`src/rtl/srr_pkg.sv`:
```
package srr_pkg;
  typedef enum logic [1:0] {ACT_NONE, ACT_ROW, ACT_CG, ACT_FAIL} srr_act_e;
  typedef enum logic {ST_TEST, ST_DONE} srr_st_e;

  function automatic int idx_w(input int n);
    return ($clog2(n) > 0) ? $clog2(n) : 1;
  endfunction
endpackage

```
`src/rtl/srr_decide.sv`:
```
module srr_decide
  import srr_pkg::*;
#(
  parameter int ROW_W   = 3,
  parameter int COL_W   = 2,
  parameter int SUB_IW  = 2,
  parameter int SEG_W   = 1,
  parameter int N_SPROW = 4,
  parameter int N_SCG   = 2,
  parameter int RI_W    = 2,
  parameter int CI_W    = 1
) (
  input  logic [N_SPROW-1:0]             rv,
  input  logic [N_SPROW-1:0][ROW_W-1:0]  raddr,
  input  logic [N_SCG-1:0]               cv,
  input  logic [N_SCG-1:0][SEG_W-1:0]    cseg,
  input  logic [N_SCG-1:0][COL_W-1:0]    ccol,
  input  logic [N_SCG-1:0][SUB_IW-1:0]   csub,
  input  logic [N_SCG-1:0][ROW_W-1:0]    crow,
  input  logic [ROW_W-1:0]               f_row,
  input  logic [COL_W-1:0]               f_col,
  input  logic [SUB_IW-1:0]              f_sub,
  output srr_act_e                       act,
  output logic [RI_W-1:0]                row_idx,
  output logic [CI_W-1:0]                cg_idx,
  output logic                           covered,
  output logic                           rule_row,
  output logic                           rule_col
);
  logic [SEG_W-1:0] f_seg;
  logic row_free, cg_free;

  assign f_seg = f_row[ROW_W-1 -: SEG_W];

  always_comb begin
    covered  = 1'b0;
    rule_row = 1'b0;
    rule_col = 1'b0;
    row_free = 1'b0;
    cg_free  = 1'b0;
    row_idx  = '0;
    cg_idx   = '0;
    for (int i = 0; i < N_SPROW; i++)
      if (rv[i] && raddr[i] == f_row) covered = 1'b1;
    for (int j = 0; j < N_SCG; j++) begin
      if (cv[j]) begin
        if (cseg[j] == f_seg && ccol[j] == f_col && csub[j] == f_sub) covered = 1'b1;
        if (crow[j] == f_row) rule_row = 1'b1;
        if (cseg[j] == f_seg && ccol[j] == f_col && crow[j] != f_row) rule_col = 1'b1;
      end
    end
    for (int i = N_SPROW-1; i >= 0; i--)
      if (!rv[i]) begin row_free = 1'b1; row_idx = RI_W'(i); end
    for (int j = N_SCG-1; j >= 0; j--)
      if (!cv[j]) begin cg_free = 1'b1; cg_idx = CI_W'(j); end

    if (covered)                   act = ACT_NONE;
    else if (rule_row || rule_col) act = row_free ? ACT_ROW : (cg_free ? ACT_CG : ACT_FAIL);
    else                           act = cg_free ? ACT_CG : (row_free ? ACT_ROW : ACT_FAIL);
  end
endmodule

```
`src/rtl/srr_match.sv`:
```
module srr_match #(
  parameter int ROW_W   = 3,
  parameter int COL_W   = 2,
  parameter int NSUB    = 4,
  parameter int SUB_IW  = 2,
  parameter int SEG_W   = 1,
  parameter int N_SPROW = 4,
  parameter int N_SCG   = 2,
  parameter int RI_W    = 2
) (
  input  logic                           en,
  input  logic [N_SPROW-1:0]             rv,
  input  logic [N_SPROW-1:0][ROW_W-1:0]  raddr,
  input  logic [N_SCG-1:0]               cv,
  input  logic [N_SCG-1:0][SEG_W-1:0]    cseg,
  input  logic [N_SCG-1:0][COL_W-1:0]    ccol,
  input  logic [N_SCG-1:0][SUB_IW-1:0]   csub,
  input  logic [ROW_W-1:0]               a_row,
  input  logic [COL_W-1:0]               a_col,
  output logic                           row_hit,
  output logic [RI_W-1:0]                row_sel,
  output logic [N_SCG-1:0]               cg_hit,
  output logic [NSUB-1:0]                lane_mask
);
  logic [SEG_W-1:0] a_seg;
  assign a_seg = a_row[ROW_W-1 -: SEG_W];

  always_comb begin
    row_hit   = 1'b0;
    row_sel   = '0;
    cg_hit    = '0;
    lane_mask = '0;
    for (int i = N_SPROW-1; i >= 0; i--)
      if (en && rv[i] && raddr[i] == a_row) begin row_hit = 1'b1; row_sel = RI_W'(i); end
    if (row_hit) lane_mask = '1;
    else
      for (int j = 0; j < N_SCG; j++)
        if (en && cv[j] && cseg[j] == a_seg && ccol[j] == a_col) begin
          cg_hit[j]          = 1'b1;
          lane_mask[csub[j]] = 1'b1;
        end
  end
endmodule

```
`src/rtl/subword_repair_ctrl.sv`:
```
module subword_repair_ctrl
  import srr_pkg::*;
#(
  parameter int ROW_W   = 3,
  parameter int COL_W   = 2,
  parameter int NSUB    = 4,
  parameter int SEG_W   = 1,
  parameter int N_SPROW = 4,
  parameter int N_SCG   = 2,
  localparam int SUB_IW = idx_w(NSUB),
  localparam int RI_W   = idx_w(N_SPROW),
  localparam int CI_W   = idx_w(N_SCG)
) (
  input  logic              clk,
  input  logic              rst_n,
  input  logic              flt_valid,
  input  logic [ROW_W-1:0]  flt_row,
  input  logic [COL_W-1:0]  flt_col,
  input  logic [SUB_IW-1:0] flt_sub,
  input  logic              bist_end,
  input  logic [ROW_W-1:0]  acc_row,
  input  logic [COL_W-1:0]  acc_col,
  output logic              bist_run,
  output logic              repair_done,
  output logic              repair_fail,
  output logic              row_hit,
  output logic [RI_W-1:0]   row_sel,
  output logic [N_SCG-1:0]  cg_hit,
  output logic [NSUB-1:0]   lane_mask
);
  srr_st_e state;
  logic [N_SPROW-1:0]            rv;
  logic [N_SPROW-1:0][ROW_W-1:0] raddr;
  logic [N_SCG-1:0]              cv;
  logic [N_SCG-1:0][SEG_W-1:0]   cseg;
  logic [N_SCG-1:0][COL_W-1:0]   ccol;
  logic [N_SCG-1:0][SUB_IW-1:0]  csub;
  logic [N_SCG-1:0][ROW_W-1:0]   crow;

  srr_act_e         act;
  logic [RI_W-1:0]  row_idx;
  logic [CI_W-1:0]  cg_idx;
  logic             covered, rule_row, rule_col;
  logic             take;   // a report is being applied this cycle

  assign bist_run    = (state == ST_TEST);
  assign repair_done = (state == ST_DONE);
  assign take        = bist_run && flt_valid;

  srr_decide #(.ROW_W(ROW_W), .COL_W(COL_W), .SUB_IW(SUB_IW), .SEG_W(SEG_W),
               .N_SPROW(N_SPROW), .N_SCG(N_SCG), .RI_W(RI_W), .CI_W(CI_W)) u_dec (
    .rv(rv), .raddr(raddr), .cv(cv), .cseg(cseg), .ccol(ccol), .csub(csub), .crow(crow),
    .f_row(flt_row), .f_col(flt_col), .f_sub(flt_sub),
    .act(act), .row_idx(row_idx), .cg_idx(cg_idx),
    .covered(covered), .rule_row(rule_row), .rule_col(rule_col));

  srr_match #(.ROW_W(ROW_W), .COL_W(COL_W), .NSUB(NSUB), .SUB_IW(SUB_IW), .SEG_W(SEG_W),
              .N_SPROW(N_SPROW), .N_SCG(N_SCG), .RI_W(RI_W)) u_match (
    .en(repair_done), .rv(rv), .raddr(raddr), .cv(cv), .cseg(cseg), .ccol(ccol), .csub(csub),
    .a_row(acc_row), .a_col(acc_col),
    .row_hit(row_hit), .row_sel(row_sel), .cg_hit(cg_hit), .lane_mask(lane_mask));

  always_ff @(posedge clk or negedge rst_n) begin
    if (!rst_n) begin
      state       <= ST_TEST;
      repair_fail <= 1'b0;
      rv <= '0; raddr <= '0;
      cv <= '0; cseg <= '0; ccol <= '0; csub <= '0; crow <= '0;
    end else begin
      if (bist_run && bist_end) state <= ST_DONE;
      if (take) begin
        case (act)
          ACT_ROW: begin
            rv[row_idx]    <= 1'b1;
            raddr[row_idx] <= flt_row;
          end
          ACT_CG: begin
            cv[cg_idx]   <= 1'b1;
            cseg[cg_idx] <= flt_row[ROW_W-1 -: SEG_W];
            ccol[cg_idx] <= flt_col;
            csub[cg_idx] <= flt_sub;
            crow[cg_idx] <= flt_row;
          end
          ACT_FAIL: repair_fail <= 1'b1;
          default: ;
        endcase
      end
    end
  end

  // a covered report leaves every repair register untouched
  a_r6_covered_no_alloc: assert property (@(posedge clk) disable iff (!rst_n)
    (take && covered) |=> ($stable(rv) && $stable(cv)));
  // a triggered row rule with a free spare row never consumes a column group
  a_r3_rule_takes_row: assert property (@(posedge clk) disable iff (!rst_n)
    (take && !covered && (rule_row || rule_col) && !(&rv)) |=> $stable(cv));
  // fail only follows an unplaceable report, and it sticks
  a_r5_fail_cause: assert property (@(posedge clk) disable iff (!rst_n)
    $rose(repair_fail) |-> $past(take && act == ACT_FAIL));
  a_r5_fail_sticky: assert property (@(posedge clk) disable iff (!rst_n)
    repair_fail |=> repair_fail);
  // done is sticky and excludes the test phase
  a_r7_done_sticky: assert property (@(posedge clk) disable iff (!rst_n)
    repair_done |=> (repair_done && !bist_run));
  a_r7_frozen: assert property (@(posedge clk) disable iff (!rst_n)
    repair_done |=> ($stable(rv) && $stable(cv) && $stable(raddr)));
  // whole-word redirect on a spared row
  a_r8_row_full: assert property (@(posedge clk) disable iff (!rst_n)
    row_hit |-> (lane_mask == '1 && cg_hit == '0));
  // quiet before completion
  a_r10_quiet: assert property (@(posedge clk) disable iff (!rst_n)
    !repair_done |-> (!row_hit && cg_hit == '0 && lane_mask == '0 && row_sel == '0));
endmodule

```
`config.mk`:
```
export PLATFORM = sky130hd
export DESIGN_NAME = subword_repair_ctrl
export DESIGN_NICKNAME = d
export VERILOG_FILES = /design/src/rtl/srr_pkg.sv /design/src/rtl/srr_decide.sv /design/src/rtl/srr_match.sv /design/src/rtl/subword_repair_ctrl.sv
export SDC_FILE = /design/constraint.sdc
export NUM_CORES = 1
export LEC_CHECK = 0
export ABC_AREA = 0
export BUFFER_PORTS_ARGS = -buffer_cell sky130_fd_sc_hd__buf_2
export CAP_MARGIN = 0
export CORE_UTILIZATION = 52
export CTS_CLUSTER_SIZE = 12
export DETAILED_ROUTE_END_ITERATION = 6
export GPL_ROUTABILITY_DRIVEN = 1
export GPL_TIMING_DRIVEN = 0
export PLACE_DENSITY_LB_ADDON = 0.05
export SLEW_MARGIN = 20
export SYNTH_ARGS = -nofsm -noshare
export SYNTH_HDL_FRONTEND = slang
export SYNTH_SLANG_ARGS = --single-unit
```
`constraint.sdc`:
```
create_clock -name clk -period 2.19 [get_ports clk]
set_clock_uncertainty 0.1 [all_clocks]
set_input_delay 0.438 -clock clk [delete_from_list [all_inputs] [get_ports clk]]
set_output_delay 0.438 -clock clk [all_outputs]
set_load 0.01 [all_outputs]
```
Word-level counts from Yosys, hierarchy flattened
Index checks and enable logic that the tools add are counted.

storage, ports and cells
  logic and storage cells = 154
  output and inout port bits = 12
  input bits = 16
  flip-flop bits (word level) = 36

cells by class
  bitwise operators = 4
  equal/unequal tests = 25
  magnitude comparators = 8
  mux-type cells = 67
  reduce and logical (&&, ||, !) cells = 34

operators by type and width
  kind                  count
  $mux W1               34
  $eq A3 B3 Y1          10
  $logic_and A1 B1 Y1   30
  $mux W2               15
  $mux W4               4
  $bwmux W12            1
  $eq A2 B2 Y1          6
  $lt A2 B3 Y1 const B  3
  $bwmux W4             2
  $or A4 B4 Y4          2
  $bwmux W6             1
  $demux W1 S2          3
  $demux W3 S2          1
  $ge A2 B1 Y1 const B  3
  $mux W3               2
  $ne A3 B3 Y1          2
  $reduce_and A2 Y1     3
  $eq A1 B1 Y1          4
  $eq A2 B2 Y1 const B  2
  $demux W3 S1          1
  $bwmux W2             1
  $demux W2 S1          1
  $eq A2 B1 Y1 const B  1
  $lt A1 B2 Y1 const B  1
  other kinds (5)       5

Logic depth before layout (Yosys ltp)
  depth in word-level cells = 13
  depth in mapped cells = 8
  mapped depth without buffers = 6

Modules after synthesis
A second synthesis with hierarchy kept.

second synthesis, totals
  cell total of the unflattened synthesis = 189
  area total of the unflattened synthesis = 2142.1 sq um

by module, submodules not included
  module               seq. area each (sq um)  area an instance (sq um)  cells each  instances
  subword_repair_ctrl  850.8                   1320.0                    79          1
  srr_decide           0.0                     474.2                     60          1
  srr_match            0.0                     347.8                     50          1

Worst setup path before layout
OpenSTA, ideal clock, no wires.

  path type = in2out
  from = input port acc_row[2]
  to = output port lane_mask[0]
  buffers on the path = 2
  cell stages on the path = 7
  arrival = 1.876 ns
  path slack = -0.224 ns
  required time = 1.652 ns
  path through = clkbuf_1 xor2_1 nor3_1 or2_2 nand2b_1 clkbuf_1 a311o_1

RTL lines
  item                   RTL line                   RTL
  start: declaration     subword_repair_ctrl.sv:21  input logic [ROW_W-1:0] acc_row,
  $eq A3 B3 Y1           srr_match.sv:34            if (en && rv[i] && raddr[i] == a_row) begin row_hit = 1'b1; row_sel = RI_W'(i); end
  $logic_and A1 B1 Y1    srr_match.sv:34
  $mux W1 (3 in series)  srr_match.sv:34
  $mux W1 (*)            srr_match.sv:34
  via row_hit            subword_repair_ctrl.sv:26  output logic row_hit,
  $mux W4 (*)            srr_match.sv:35            if (row_hit) lane_mask = '1;
  end: declaration       subword_repair_ctrl.sv:29  output logic [NSUB-1:0] lane_mask

The timed path passes the listed nets; every way through them passes the cells marked *. The select of a mux whose other input is x is not followed.

Final worst setup path
  from = register raddr[4] (netlist bit)
  to = output port lane_mask[1]

on the way
  cells in the longest elaborated chain, start to end = 5

ends and longest elaborated chain
  item                              RTL line                   RTL
  start: declaration                subword_repair_ctrl.sv:33  logic [N_SPROW-1:0][ROW_W-1:0] raddr;
  start signal: indexed assignment  subword_repair_ctrl.sv:75  raddr[row_idx] <= flt_row;
  $eq A3 B3 Y1                      srr_match.sv:34
  $logic_and A1 B1 Y1               srr_match.sv:34
  $mux W1 (2 in series)             srr_match.sv:34
  $mux W4                           srr_match.sv:35

No other way between the ends.

==> run metrics <==
status=complete, but fails checks; failing checks=setup timing; share of cells above drive strength 1=43.6%; Worst Setup End Kind=primary output; Syn-to-layout area delta=22.4%; routed via count=1535; leading area contributor after synthesis=dfrtp_1; switching portion of total power=27.4%; P_int=1.00 mW; I/O pin count=28; RSZ-0062 raised after global routing=true; TritonCTS Buffers=5; CTS Hold Bufs=0; Ant. Diodes=0; CTS tree=yes; gpl congestion=0.795; Min-Delay Path Class=in2async; Total GRT Usage=24.7%; setup tns final=-0.929 ns; combinational share of power=15.8%; Critical Path AT=1.84 ns; crit-path max FO=6; Via density=5.58; r2r setup slk=-0.02 ns; sequential power share=48.2%; prevailing post-synth register cell=dfrtp_1; CTS clk-pin slew, worst paths=0.07 ns; Synth area leaders=dfrtp_1 (40%), xnor2_1 (12%), mux2_4 (10%); die area=0.00432 mm^2; FP Rows=22; shortest period the worst path allows=2.38 ns; die width=65.7 um; Syn Area/Cell=11.2 um^2; Routed WL per cell=17.3 um; dpl ws=-0.306 ns; post-route ant nets=0; CP cell instances=xnor2_1, nand3_1, nor3_2, or2_4, nand2b_4, a311o_1, buf_2; crit start category=flip-flop; RR Startpoint=ccol[1]; Ys Warns=0; switching power=0.378 mW; fmax=420 MHz; final hold vios=0; kind of critical path=reg2out; first-pass GRT wire length=7920 um; area share of the largest cell type after synthesis=40.3%; Final WS setup=-0.189 ns; synth cell count leaders=dfrtp_1 (34), xnor2_1 (30), mux2_4 (14), xor2_1 (14), mux2_2 (12); residual DRC count=0; Critical-path top delay cell=dfrtp_1; largest net degree at the start of global routing=35; Reg2Reg Depth=7; Synthesized Nets=204; Detailed Route WL=4750 um; maximum vdd drop=360 uV; initial antenna violation count=0; Worst Path Required=1.65 ns; starting DRC count in detailed routing=75; Max Cap Viol=0; CTS H-tree lvls=2; clk sink count=34; vias in the first global route=1587; slowest stage delay, CP=0.41 ns; Final period util=109%; slew margin rel.=47.9%; final slew viol count=0; Root Driver=clkbuf_8; delay-heaviest family, CP=simple AND/OR/NAND/NOR gates; clock buffer depth=2; Pre-antenna DRT Iters=4; DP Wirelength=3410 um; buffers plus inverters on the worst setup path=1; clk_lat worst skew=0.29 ns; synthesized cell area=0.00211 mm^2; RR Endpoint=csub[3]; post-synth cell types=32; Layout Nets=242; area of the core=0.00377 mm^2; post-synthesis register bit count=34; I/O Buffers=25; Final setup viols=13; async set or reset register ratio after synthesis=100%; Die Ht=65.7 um; top-count cell post-synth=dfrtp_1; Syn Inst Count=188; Worst-Margin Slew=0.782 ns; EDFF count, synth=0; initial core utilization=55.9%; pwr/cell area=535 mW/mm^2; Seq/Total Area, Yosys=40.3%; Clock Power Share=36.0%; Leakage=1.24 nW; GRT overflow=0
-- final cells by class --
cell class                 instances  area [um^2]
clock buffer                       6         82.6
tap                               48         60.1
inverter                           5         18.8
sequential                        34          855
buffer                             7         70.1
clock inverter                     2         12.5
multi-input combinational        140         1290
timing repair buffer              33          195
fill                             269         1190
-- flip-flops by register name (all words and copies together) (netlist names) --
name         flops
rv               4
repair_fail      1
repair_done      1
crow             4
raddr           12
cseg             2
csub             4
cv               2
ccol             4
-- power by group through the flow --
| stage | logic [mW] | registers [mW] | clock network, mW |
|---|---|---|---|
| after floorplan | 0.131 | 0.671 | 0 |
| after global placement | 0.187 | 0.675 | 0 |
| after detailed placement | 0.192 | 0.676 | 0 |
| after CTS | 0.201 | 0.664 | 0.504 |
| after global routing | 0.238 | 0.667 | 0.523 |
| final | 0.218 | 0.665 | 0.497 |
-- placed cells by master (no fill, tap or decap), types with 3 or more instances in the layout --
cell / instances
dfrtp_1: 31
xnor2_1: 28
buf_2: 25
xor2_1: 14
mux2_4: 14
mux2_2: 12
nand3_1: 11
buf_4: 9
clkbuf_8: 8
nand4_1: 8
nand2_1: 8
nor2_1: 7
nor3_2: 6
inv_1: 5
a311o_1: 4
buf_6: 4
dfrtp_2: 3
-- per-layer routing --
layer  wire [um]  vias to the layer above  GRT usage [%]
met5           0                        -              0
li1            -                      734              -
met3         198                        6           5.21
met1        2230                      755           34.6
met4          55                        0           7.07
met2        2270                       40           38.1
-- through the flow --
stage	util, %	hold WS [ns]	std cells	instance area [um^2]	power, mW
2_1_floorplan	-	0.0424	188	2150	0.803
3_3_place_gp	62.0	0.348	261	2340	0.862
3_5_place_dp	62.0	0.385	261	2340	0.869
4_1_cts	66.3	0.146	272	2500	1.37
5_1_grt	68.5	0.171	275	2580	1.43
6_report	68.5	0.119	275	2580	1.38
-- cell families after synthesis --
logic type | share of synthesized area (%)
multiplexers | 16.4
AO/OA/AOI/OAI | 5.57
buffers and inverters | 3.62
flip-flops | 40.3
AND/OR/NAND/NOR | 15.8
XOR/XNOR | 18.3
-- repair_timing --
action / CTS / global route
setup endpoints to repair: 28 / 33
pin swaps: 6 / 5
setup buffers: 5 / 5
resized for setup: 10 / 11
-- worst max path at each step --
stage,startpoint,to,depth (start not counted)
5_1_grt,raddr[4],lane_mask[1],7
3_5_place_dp,flt_row[2],cseg[0],9
4_1_cts,raddr[4],lane_mask[2],7
6_report,raddr[4],lane_mask[1],7
3_3_place_gp,flt_col[0],raddr[4],7
2_1_floorplan,acc_row[1],lane_mask[0],8
-- worst register-to-register path: stages, from the launching register on --
cell      delay, ns
dfrtp_1        0.42
xnor2_1        0.19
a22oi_2        0.27
o32ai_4        0.14
nor4_4         0.26
buf_4          0.18
nand3b_4       0.18
mux2_4         0.35
Power figures use the tool's default switching activity.
